`src/rtl/dls_pkg.sv`:
```
package dls_pkg;
  localparam int unsigned NUM_LOOPS = 2;
  localparam int unsigned MAIN_IDX  = 0;
  localparam int unsigned AUX_IDX   = 1;
endpackage

```
`src/rtl/dls_pwr_track.sv`:
```
module dls_pwr_track (
  input  logic clk_i,
  input  logic rst_ni,
  input  logic pin_i,
  input  logic pd_i,
  output logic active_o,
  output logic resync_o
);
  logic act_q, resync_q;

  // hardware pin inverts the polarity of the software bit
  assign active_o = pin_i ^ pd_i;

  always_ff @(posedge clk_i or negedge rst_ni) begin
    if (!rst_ni) begin
      act_q    <= 1'b0;
      resync_q <= 1'b0;
    end else begin
      act_q    <= active_o;
      resync_q <= active_o & ~act_q;
    end
  end

  assign resync_o = resync_q;
endmodule

```
`src/rtl/dls_loop_mon.sv`:
```
module dls_loop_mon #(
  parameter int unsigned ERR_SAMPLES = 2,
  parameter int unsigned LOCK_WIN    = 4
) (
  input  logic clk_i,
  input  logic rst_ni,
  input  logic active_i,
  input  logic up_i,
  input  logic dn_i,
  output logic locked_o
);
  localparam int unsigned WID_W = (ERR_SAMPLES > 1) ? $clog2(ERR_SAMPLES) : 1;
  localparam int unsigned WIN_W = (LOCK_WIN > 1) ? $clog2(LOCK_WIN) : 1;
  localparam logic [WID_W-1:0] WID_MAX  = WID_W'(ERR_SAMPLES - 1);
  localparam logic [WIN_W-1:0] WIN_LAST = WIN_W'(LOCK_WIN - 1);

  logic [WID_W-1:0] wid_cnt;
  logic [WIN_W-1:0] win_cnt;
  logic             err_seen, locked_q;
  logic             pulse, err_now;

  assign pulse   = up_i | dn_i;
  assign err_now = active_i & pulse & (wid_cnt == WID_MAX);

  always_ff @(posedge clk_i or negedge rst_ni) begin
    if (!rst_ni) begin
      wid_cnt  <= '0;
      win_cnt  <= '0;
      err_seen <= 1'b0;
      locked_q <= 1'b0;
    end else if (!active_i) begin
      wid_cnt  <= '0;
      win_cnt  <= '0;
      err_seen <= 1'b0;
      locked_q <= 1'b0;
    end else begin
      if (!pulse)                wid_cnt <= '0;
      else if (wid_cnt != WID_MAX) wid_cnt <= wid_cnt + 1'b1;
      if (win_cnt == WIN_LAST) begin
        win_cnt  <= '0;
        err_seen <= 1'b0;
        locked_q <= ~(err_seen | err_now);
      end else begin
        win_cnt <= win_cnt + 1'b1;
        if (err_now) begin
          err_seen <= 1'b1;
          locked_q <= 1'b0;
        end
      end
    end
  end

  assign locked_o = locked_q;
endmodule

```
`src/rtl/dual_lock_detect.sv`:
```
module dual_lock_detect #(
  parameter int unsigned ERR_SAMPLES = 2,
  parameter int unsigned LOCK_WIN    = 4
) (
  input  logic ref_clk_i,
  input  logic rst_ni,
  input  logic pwr_pin_i,
  input  logic main_pd_i,
  input  logic aux_pd_i,
  input  logic main_up_i,
  input  logic main_dn_i,
  input  logic aux_up_i,
  input  logic aux_dn_i,
  output logic main_active_o,
  output logic aux_active_o,
  output logic main_resync_o,
  output logic aux_resync_o,
  output logic lock_o
);
  import dls_pkg::*;

  logic [NUM_LOOPS-1:0] pd_v, up_v, dn_v, act_v, resync_v, locked_v, ok_v;

  assign pd_v[MAIN_IDX] = main_pd_i;
  assign pd_v[AUX_IDX]  = aux_pd_i;
  assign up_v[MAIN_IDX] = main_up_i;
  assign up_v[AUX_IDX]  = aux_up_i;
  assign dn_v[MAIN_IDX] = main_dn_i;
  assign dn_v[AUX_IDX]  = aux_dn_i;

  for (genvar i = 0; i < NUM_LOOPS; i++) begin : g_loop
    dls_pwr_track u_pwr (
      .clk_i    (ref_clk_i),
      .rst_ni   (rst_ni),
      .pin_i    (pwr_pin_i),
      .pd_i     (pd_v[i]),
      .active_o (act_v[i]),
      .resync_o (resync_v[i])
    );
    dls_loop_mon #(
      .ERR_SAMPLES (ERR_SAMPLES),
      .LOCK_WIN    (LOCK_WIN)
    ) u_mon (
      .clk_i    (ref_clk_i),
      .rst_ni   (rst_ni),
      .active_i (act_v[i]),
      .up_i     (up_v[i]),
      .dn_i     (dn_v[i]),
      .locked_o (locked_v[i])
    );
    // a powered-down loop does not veto the combined flag
    assign ok_v[i] = ~act_v[i] | locked_v[i];
  end

  assign lock_o        = (|act_v) & (&ok_v);
  assign main_active_o = act_v[MAIN_IDX];
  assign aux_active_o  = act_v[AUX_IDX];
  assign main_resync_o = resync_v[MAIN_IDX];
  assign aux_resync_o  = resync_v[AUX_IDX];
endmodule

```
`config.mk`:
```
export PLATFORM = sky130hd
export DESIGN_NAME = dual_lock_detect
export DESIGN_NICKNAME = d
export VERILOG_FILES = /design/src/rtl/dls_pkg.sv /design/src/rtl/dls_pwr_track.sv /design/src/rtl/dls_loop_mon.sv /design/src/rtl/dual_lock_detect.sv
export SDC_FILE = /design/constraint.sdc
export NUM_CORES = 1
export LEC_CHECK = 0
export BUFFER_PORTS_ARGS = -buffer_cell sky130_fd_sc_hd__buf_2
export CAP_MARGIN = 20
export CELL_PAD_IN_SITES_DETAIL_PLACEMENT = 0
export CELL_PAD_IN_SITES_GLOBAL_PLACEMENT = 1
export CORE_UTILIZATION = 38
export DETAILED_ROUTE_END_ITERATION = 16
export PLACE_DENSITY_LB_ADDON = 0.2
export SYNTH_ARGS = -nofsm -noshare
export SYNTH_HDL_FRONTEND = slang
export SYNTH_SLANG_ARGS = --single-unit
```
`constraint.sdc`:
```
create_clock -name ref_clk_i -period 1.6 [get_ports ref_clk_i]
set_clock_uncertainty 0.15 [all_clocks]
set_input_delay 0.16 -clock ref_clk_i [delete_from_list [all_inputs] [get_ports ref_clk_i]]
set_output_delay 0.16 -clock ref_clk_i [all_outputs]
set_load 0.01 [all_outputs]
```
==> results of run 1 <==
==> power by group <==
part	leakage, nW	switching, mW	internal, mW
logic	0.170	0.0757	0.0773
clock network	0.0210	0.111	0.139
registers	0.179	0.0221	0.404
total	0.370	0.209	0.620
==> worst max-delay path: stages <==
cell and delay (ns):
dlygate4sd3_1 0.53, buf_2 0.12, nor2_1 0.07, dlygate4sd3_1 0.55
nor2_1 0.04
==> cell usage in the layout (no fill, tap or decap) <==
master         Yosys  layout
a2111oi_2          2       2
clkbuf_8           0       1
nor3_1             4       4
buf_2              0      13
clkbuf_4           0       3
nor2b_1            1       1
dfrtp_1           14      14
inv_1              2       2
o22ai_1            1       1
xnor2_2            2       2
buf_4              0       2
nor2_1            10      10
and2b_2            1       1
o21a_1             2       2
a21oi_1            1       1
ha_1               2       2
dlygate4sd3_1      0       5
==> per-stage QoR <==
step	cells	power (mW)
global placement	72	0.5790
floorplan	42	0.5217
finish	81	0.8290
global route	81	0.8984
detailed placement	72	0.5800
CTS	81	0.8474
==> flip-flops by register name (all words and copies together), names as in the netlist <==
signal                 count
g_loop.u_mon.err_seen      2
g_loop.u_mon.win_cnt       4
g_loop.u_pwr.resync_o      2
g_loop.u_mon.wid_cnt       2
g_loop.u_mon.locked_o      2
g_loop.u_pwr.act_q         2
==> layout make-up <==
class / instances / area [um^2] / share of cell area [%]
tap: 15 / 18.77 / 2.573
inverter: 2 / 7.507 / 1.029
multi-input combinational: 26 / 186.4 / 25.56
sequential: 14 / 350.3 / 48.03
timing repair buffer: 20 / 130.1 / 17.84
clock buffer: 4 / 36.28 / 4.974
==> worst max-delay path by stage <==
stage / startpoint / end / slack, ns / depth (start not counted)
5_1_grt: main_up_i / g_loop[0].u_mon.wid_cnt$_DFF_PN0_ / 0.11 / 5
4_1_cts: main_up_i / g_loop[0].u_mon.wid_cnt$_DFF_PN0_ / 0.15 / 5
2_1_floorplan: g_loop[1].u_mon.win_cnt[0]$_DFF_PN0_ / g_loop[1].u_mon.locked_o$_DFFE_PN0P_ / 0.41 / 2
3_5_place_dp: main_pd_i / lock_o / 0.32 / 5
3_3_place_gp: main_pd_i / lock_o / 0.34 / 5
6_report: aux_up_i / g_loop[1].u_mon.wid_cnt$_DFF_PN0_ / 0.15 / 5
==> routing by layer <==
layer	vias up	global-route usage, %
met2	14	23.36
li1	192	-
met3	2	10.23
met1	168	18.51
met4	0	10.34
met5	-	0
==> repair_timing <==
item,in CTS,in global routing
gates resized for setup,0,0
hold endpoints to repair,16,0
hold buffers,5,0
==> cell families after synthesis <==
kind of cell,count (synthesis),share of synthesized area [%]
AO/OA/AOI/OAI,6,10.34
XOR/XNOR,2,5.977
adder cells (fa/ha/maj),2,4.597
buffers and inverters,2,1.380
flip-flops,14,64.37
AND/OR/NAND/NOR,16,13.34
==> results.cfg, run 1 <==
[run_status]
run_status = finished, final reports clean

[final_layout]
final_cell_area_um2 = 729.5
drive_above_1_share_pct = 36.36
post-route-util_pct = 55.37
design.final.nets = 78
synthToLayoutAreaGrowth_pct = 34.02
fill_cells = 109
insertedDiodeCount = 0

[synthesis]
yosys_warnings = 0
syn-cell-area_um2 = 544.3
ys_async_sr_fraction_pct = 100.0
synth-main-ff-cell = dfrtp_1
biggest_area_contributors_in_the_synthesized_netlist = dfrtp_1 64%, nor2_1 6.9%, xnor2_2 6.0%, a2111oi_2 5.5%, ha_1 4.6%
post-synth-top-count-cell = dfrtp_1
netlist.area_leader.share_pct = 64.37
netlist_top_cells_count = 14 x dfrtp_1, 10 x nor2_1, 4 x nor3_1
ys_ff_latch = 14
syn_area_per_cell_um2 = 12.96
seq_area_frac_synth_pct = 64.37
postSynthCellCount = 42
post_synth_num_cell_types = 12
postSynthNetCount = 53
synth_largest_area_cell = dfrtp_1
synth-edff-count = 0

[route]
final_antenna_violating_net_count = 0
topRoutingLayerUsed = met4
detailroute.via_count = 376
drt_first_iter_violations = 1
detail_route.vias_per_cell = 4.642
met2_length_um = 389
routed_wirelength_um = 850
met1_length_um = 380
firstDrtPassIters = 4
post-route-drc-count = 0
met3RoutedLength_um = 71
wire_per_inst_um = 10.49

[power_and_ir_drop]
power_per_cell_area_nw_per_um2 = 1136
static-leakage-power_nw = 0.3704
peakVddDrop_mv = 0.8045

[floorplan]
die_height_um = 39.85
design.die.area_um2 = 1588
dieWidth_um = 39.85
initial_utilization_pct = 41.31
coreArea_um2 = 1318
io-pin-count = 14
placementRows = 13

[critical_path]
endpoint_kind = flip-flop
r2r.worst_path.cells = 2
worst-endpoint-arrival_ns = 1.48
worstPathMaxFanout = 2
wp_data_required_ns = 1.63
rr_startpoint = g_loop[1].u_mon.win_cnt[0]$_DFF_PN0_
critical_path.startpoint_type = input pin
regToRegSetupSlack_ns = 0.35
setup_cp_type = in -> reg
reg2reg_to = g_loop[1].u_mon.locked_o$_DFFE_PN0P_

[timing]
fin_ws_ns = 0.1478
post-route-min-period_ns = 1.452
report.final.slew_viol_count = 0
clock.fmax_ghz = 0.6886
max-slew-margin-rel_pct = 79.04
whs_ns = 0.04809
timing.final.setup_violations = 0
grt_setup_unrepaired = no
final-hold-violation-count = 0
setup_total_negative_slack_ns = 0
post-route-period-util_pct = 90.76
worst-slew-pin-transition_ns = 0.3129

[clock_tree]
cts_tree = built
tritoncts_num_sinks = 14
worst_setup_hold_path_clk_slew_ns = 0.08
cts_inserted_buffers = 3
htreeDepth = 1
root_buffer = clkbuf_4
clock_latency_ns = 0.28
post_cts.repair.setup_buffers = 0
clk_path_buf_depth = 2

[grt]
grt_antenna_before_repair = 0
grt_first_pass_wirelength_mm = 1.545
globalRouteOverflowTotal = 0
via_count_of_the_first_global_routing_pass = 357
grt.total_usage_pct = 16.61
pin_count_of_the_biggest_net_entering_global_routing = 15

[min_path]
min_delay_path_depth = 3
hold_start = main_dn_i
hold_path_end = g_loop[0].u_mon.locked_o$_DFFE_PN0P_
holdCritPathClass = in -> reg

[placed_design]
place_area_um2 = 643.1
replace_congestion = 0.6726
place.port_buffers = 13
dpl_worst_slack_ns = 0.3165
place.detailed.hpwl_um = 602.9

[job]
drv_cap = 0
Note: power is estimated with default switching activity, not from simulation.
==> run 2, diff against run 1 <==
Settings changed: CORE_UTILIZATION 38 to 41.
Clock period 1.6 ns to 1.9 ns, I/O delays scaled along.
==> run 2 against run 1 <==
  * Flip-flop and latch count unchanged
  * Wire length up 8.6%
  * Largest power group unchanged
  * Largest cell class unchanged
  * Highest routed layer unchanged
  * Global-route usage rose by 0.10 points
  * Worst setup slack better by 0.29 ns
  * Via count decreased by 1.3%
  * Die area down 7.0%
  * Worst hold slack worse by 0.035 ns
  * Critical path depth unchanged
  * Design area is 9.6% lower
  * Register-to-register slack improved by 0.30 ns
  * Total power shrank 23%
  * Clock power fell by 39%
==> results.cfg, run 2 (synthesis gave the netlist of run 1 again) <==
[run_status]
run_status = finished, final reports clean

[floorplan]
io-pin-count = 14
design.die.area_um2 = 1477
coreArea_um2 = 1171
placementRows = 12
die_height_um = 38.44
initial_utilization_pct = 46.47
dieWidth_um = 38.44

[final_layout]
final_cell_mix = 14 x dfrtp_1, 13 x buf_2, 10 x nor2_1, 4 x nor3_1, 3 x clkbuf_4
layoutNonFillerInstCount = 73
design.final.nets = 72
layout.cells.most_common = dfrtp_1
synthToLayoutAreaGrowth_pct = 21.15
insertedDiodeCount = 0
largest-register = g_loop.u_mon.win_cnt
drive_above_1_share_pct = 35.59
final_cell_area_um2 = 659.4
fill_cells = 106
number_of_flip_flops_under_the_largest_register_name = 4

[grt]
grt.total_usage_pct = 16.71
grt_first_pass_wirelength_mm = 1.587
pin_count_of_the_biggest_net_entering_global_routing = 15
via_count_of_the_first_global_routing_pass = 386
grt_antenna_before_repair = 0
globalRouteOverflowTotal = 0

[clock_tree]
clock_latency_ns = 0.27
cts.repair.resized = 0
htreeDepth = 1
tritoncts_num_sinks = 14
root_buffer = clkbuf_4
holdBufCountCts = 1
clk_path_buf_depth = 2
cts_tree = built
worst_setup_hold_path_clk_slew_ns = 0.07
cts_inserted_buffers = 3
post_cts.repair.setup_buffers = 0

[critical_path]
worstPathMaxFanout = 9
setup_cp_type = in -> out
worst-endpoint-arrival_ns = 1.12
critical_path.max_stage_delay_ns = 0.37
critical_path.startpoint_type = input pin
wp_data_required_ns = 1.56
worstPathCellList = buf_2, xnor2_2, o22ai_1, a21oi_1, buf_2
timing.critical_path.mode_cell = buf_2
timing.critical_path.slowest_stage_cell = xnor2_2
regToRegSetupSlack_ns = 0.65
reg2reg_to = g_loop[1].u_mon.locked_o$_DFFE_PN0P_
r2r.worst_path.cells = 2
endpoint_kind = output port
rr_startpoint = g_loop[1].u_mon.win_cnt[0]$_DFF_PN0_
setup.worst_path.start = pwr_pin_i

[route]
final_antenna_violating_net_count = 0
post-route-drc-count = 0
detail_route.vias_per_cell = 5.082
detailroute.via_count = 371
drt_first_iter_violations = 6
wire_per_inst_um = 12.64
firstDrtPassIters = 4
routed_wirelength_um = 923

[timing]
grt_setup_unrepaired = no
post-route-min-period_ns = 1.463
post-route-period-util_pct = 77.01
worst-slew-pin-transition_ns = 0.4477
max-slew-margin-rel_pct = 70.01
clock.fmax_ghz = 0.6835
report.final.slew_viol_count = 0
setup_total_negative_slack_ns = 0
final-hold-violation-count = 0
timing.final.setup_violations = 0

[placed_design]
replace_congestion = 0.6493
dp.cells = 69
place.detailed.hpwl_um = 692.6
place_area_um2 = 626.9
place.port_buffers = 13

[power_and_ir_drop]
static-leakage-power_nw = 0.3341
power_per_cell_area_nw_per_um2 = 966.7
peakVddDrop_mv = 0.4378

[min_path]
holdCritPathClass = in -> reg
min_delay_path_depth = 3
hold_start = aux_dn_i
hold_path_end = g_loop[1].u_mon.wid_cnt$_DFF_PN0_

[job]
drv_cap = 0
run 2: how the worst max path moves through the flow:
stage	endpoint	slack, ns	cells past startpoint
after CTS	lock_o	0.44	5
final	lock_o	0.44	5
after global placement	lock_o	0.46	5
after global routing	lock_o	0.32	5
after detailed placement	lock_o	0.45	5
after floorplan	lock_o	0.71	3
run 2: layout make-up:
cell class	instances	area, um^2	area share [%]
Clock buffer	3	22.52	3.416
Inverter	2	7.507	1.139
Multi-Input combinational cell	26	186.4	28.27
Sequential cell	14	350.3	53.13
Tap cell	14	17.52	2.657
Timing Repair Buffer	14	75.07	11.39
run 2: report_power, final:
group	leakage, nW	switching (mW)	internal (mW)
Combinational	0.141	0.0685	0.0566
Clock	0.0138	0.0801	0.0732
Sequential	0.179	0.0183	0.341
run 2: critical path, delay by kind of cell:
family,cells,cell delay [ns]
xor+xnor,1,0.37
buf+inv,2,0.27
compound gates,2,0.29
run 2: layer usage:
| metal | routed length (um) | GRT usage (%) | vias to the layer above |
|---|---|---|---|
| met4 | 5 | 5.172 | 0 |
| met5 | 0 | 0 | - |
| li1 | - | - | 176 |
| met2 | 518 | 32.20 | 14 |
| met3 | 44 | 5.233 | 2 |
| met1 | 354 | 16.67 | 179 |
run 2: per-stage QoR:
stage          util [%]  total power, mW  setup slack (ns)  hold slack, ns
6_report          56.30           0.6374            0.4369         0.01329
5_1_grt           56.30           0.6819            0.3236         0.01945
4_1_cts           56.30           0.6498            0.4398        0.005202
3_5_place_dp      53.53           0.4863            0.4496        -0.05333
3_3_place_gp      53.53           0.4763            0.4643        -0.06568
2_1_floorplan         -           0.4393            0.7112         -0.2556
==> run 3, diff against run 2 <==
Settings changed: CORE_UTILIZATION 41 to 38.
Clock period 1.9 ns to 1.4 ns, I/O delays scaled along.
==> run 3 against run 2 <==
  * Largest power group unchanged
  * First-iteration DRC count is 100% lower
  * Clock power is 87% higher
  * Sequential power is 35% higher
  * Core utilization is 0.94 points lower
  * Combinational power is 42% higher
  * Via count is 2.7% lower
  * Design area is 11% higher
  * Wire length is 7.0% lower
  * Total power is 49% higher
  * Critical endpoint unchanged
==> results.cfg, run 3 (synthesis gave the netlist of run 1 again) <==
[final_layout]
final_cell_area_um2 = 729.5
design.final.nets = 78
multi_input_comb_area_um2 = 186.4
layout.area.seq_um2 = 350.3
number_of_flip_flops_under_the_largest_register_name = 4
insertedDiodeCount = 0
largest-register = g_loop.u_mon.win_cnt
layout.cells.most_common = dfrtp_1
synthToLayoutAreaGrowth_pct = 34.02
final_cell_mix = 14 x dfrtp_1, 13 x buf_2, 10 x nor2_1, 5 x dlygate4sd3_1, 4 x nor3_1
drive_above_1_share_pct = 36.36
fill_cells = 125

[route]
routed_wirelength_um = 858
firstDrtPassIters = 1
drt_first_iter_violations = 0
post-route-drc-count = 0
detailroute.via_count = 361
detail_route.vias_per_cell = 4.457
wire_per_inst_um = 10.59
final_antenna_violating_net_count = 0

[critical_path]
critical_path.startpoint_type = flip-flop
crit_family = flip-flops
setup_cp_type = reg -> out
timing.critical_path.slowest_stage_cell = dfrtp_1
worst-endpoint-arrival_ns = 1.04
endpoint_kind = output port
critical_path.max_stage_delay_ns = 0.39
critPathBufInv = 1
worstPathMaxFanout = 2
worstPathCellList = o22ai_1, a21oi_1, buf_2
wp_data_required_ns = 1.11

[power_and_ir_drop]
static-leakage-power_nw = 0.3676
design_power_uw = 948.6
peakVddDrop_mv = 0.7961
power_per_cell_area_nw_per_um2 = 1300

[clock_tree]
worst_setup_hold_path_clk_slew_ns = 0.08
tritoncts_num_sinks = 14
root_buffer = clkbuf_4
cts_inserted_buffers = 3
cts_tree = built
clk_path_buf_depth = 2
clock_latency_ns = 0.28
htreeDepth = 1
cts.repair.resized = 0

[floorplan]
io-pin-count = 14
die_height_um = 39.85
design.die.area_um2 = 1588
placementRows = 13
dieWidth_um = 39.85
coreArea_um2 = 1318
initial_utilization_pct = 41.31

[timing]
post-route-period-util_pct = 94.97
worst-slew-pin-transition_ns = 0.3113
final-hold-violation-count = 0
max-slew-margin-rel_pct = 79.25
report.final.slew_viol_count = 0
fin_ws_ns = 0.07043
whs_ns = 0.03259
post-route-min-period_ns = 1.330
setup_total_negative_slack_ns = 0
clock.fmax_ghz = 0.7521
timing.final.setup_violations = 0
grt_setup_unrepaired = no

[placed_design]
place.detailed.hpwl_um = 615.4
place_area_um2 = 643.1
replace_congestion = 0.6129
place.port_buffers = 13
dpl_worst_slack_ns = 0.1780

[job]
drv_cap = 0

[grt]
globalRouteOverflowTotal = 0
grt_antenna_before_repair = 0
grt_first_pass_wirelength_mm = 1.442
grt.total_usage_pct = 15.34
pin_count_of_the_biggest_net_entering_global_routing = 15
via_count_of_the_first_global_routing_pass = 387

[min_path]
holdCritPathClass = in -> reg

[run_status]
run_status = finished, final reports clean
## run 3: cell types whose count changed in the layout (fill, tap and decap cells not counted), sizes merged
cell / delta
buf: +2
dlygate4sd3: +4
clkbuf: +1
## run 3: through the flow
| step | cells | utilization (%) |
|---|---|---|
| after floorplan | 42 | - |
| after global placement | 72 | 48.81 |
| after detailed placement | 72 | 48.81 |
| after CTS | 81 | 55.37 |
| after global routing | 81 | 55.37 |
| final | 81 | 55.37 |
## run 3: where the power goes
group / internal, mW / switching [mW] / leakage [nW]
Combinational: 0.0893 / 0.0881 / 0.168
Sequential: 0.462 / 0.0236 / 0.179
Clock: 0.158 / 0.127 / 0.0210
## run 3: final cells by class
cell class	instances	share of cell area (%)
multi-input cells	26	25.56
well taps	15	2.573
flip-flops and latches	14	48.03
repair buffers	20	17.84
clock buffers	4	4.974
inverters	2	1.029
## run 3: path summary, 6_finish.rpt
check / start / to / slack (ns) / depth (start not counted)
max: g_loop[1].u_mon.locked_o$_DFFE_PN0P_ / lock_o / 0.07 / 3
min: main_pd_i / g_loop[0].u_pwr.act_q$_DFF_PN0_ / 0.03 / 3
max reg2reg: g_loop[1].u_mon.win_cnt[0]$_DFF_PN0_ / g_loop[1].u_mon.locked_o$_DFFE_PN0P_ / 0.16 / 2
min reg2reg: g_loop[1].u_pwr.act_q$_DFF_PN0_ / g_loop[1].u_pwr.resync_o$_DFF_PN0_ / 0.24 / 1
max in group asynchronous: rst_ni / g_loop[0].u_mon.win_cnt[1]$_DFF_PN0_ / 0.73 / 2
min in group asynchronous: rst_ni / g_loop[1].u_mon.err_seen$_DFFE_PN0P_ / 0.13 / 2
## run 3: worst register-to-register path: cells and delay by family (launching register included)
family	cells	cell delay [ns]
adder cells (fa/ha/maj)	1	0.25
flip-flops	1	0.39
AO/OA/AOI/OAI	1	0.35
## run 3: per-layer routing
metal | vias up | global-route usage [%] | wire length [um]
met4 | 0 | 5.172 | 0
met2 | 10 | 23.77 | 412
met5 | - | 0 | 0
li1 | 191 | - | -
met1 | 160 | 16.54 | 400
met3 | 0 | 10.23 | 45
## run 3: repair_timing
item,4_1_cts,5_1_grt
setup endpoints to repair,0,0
hold endpoints to repair,16,0
hold buffers,5,0
buffers inserted,0,0
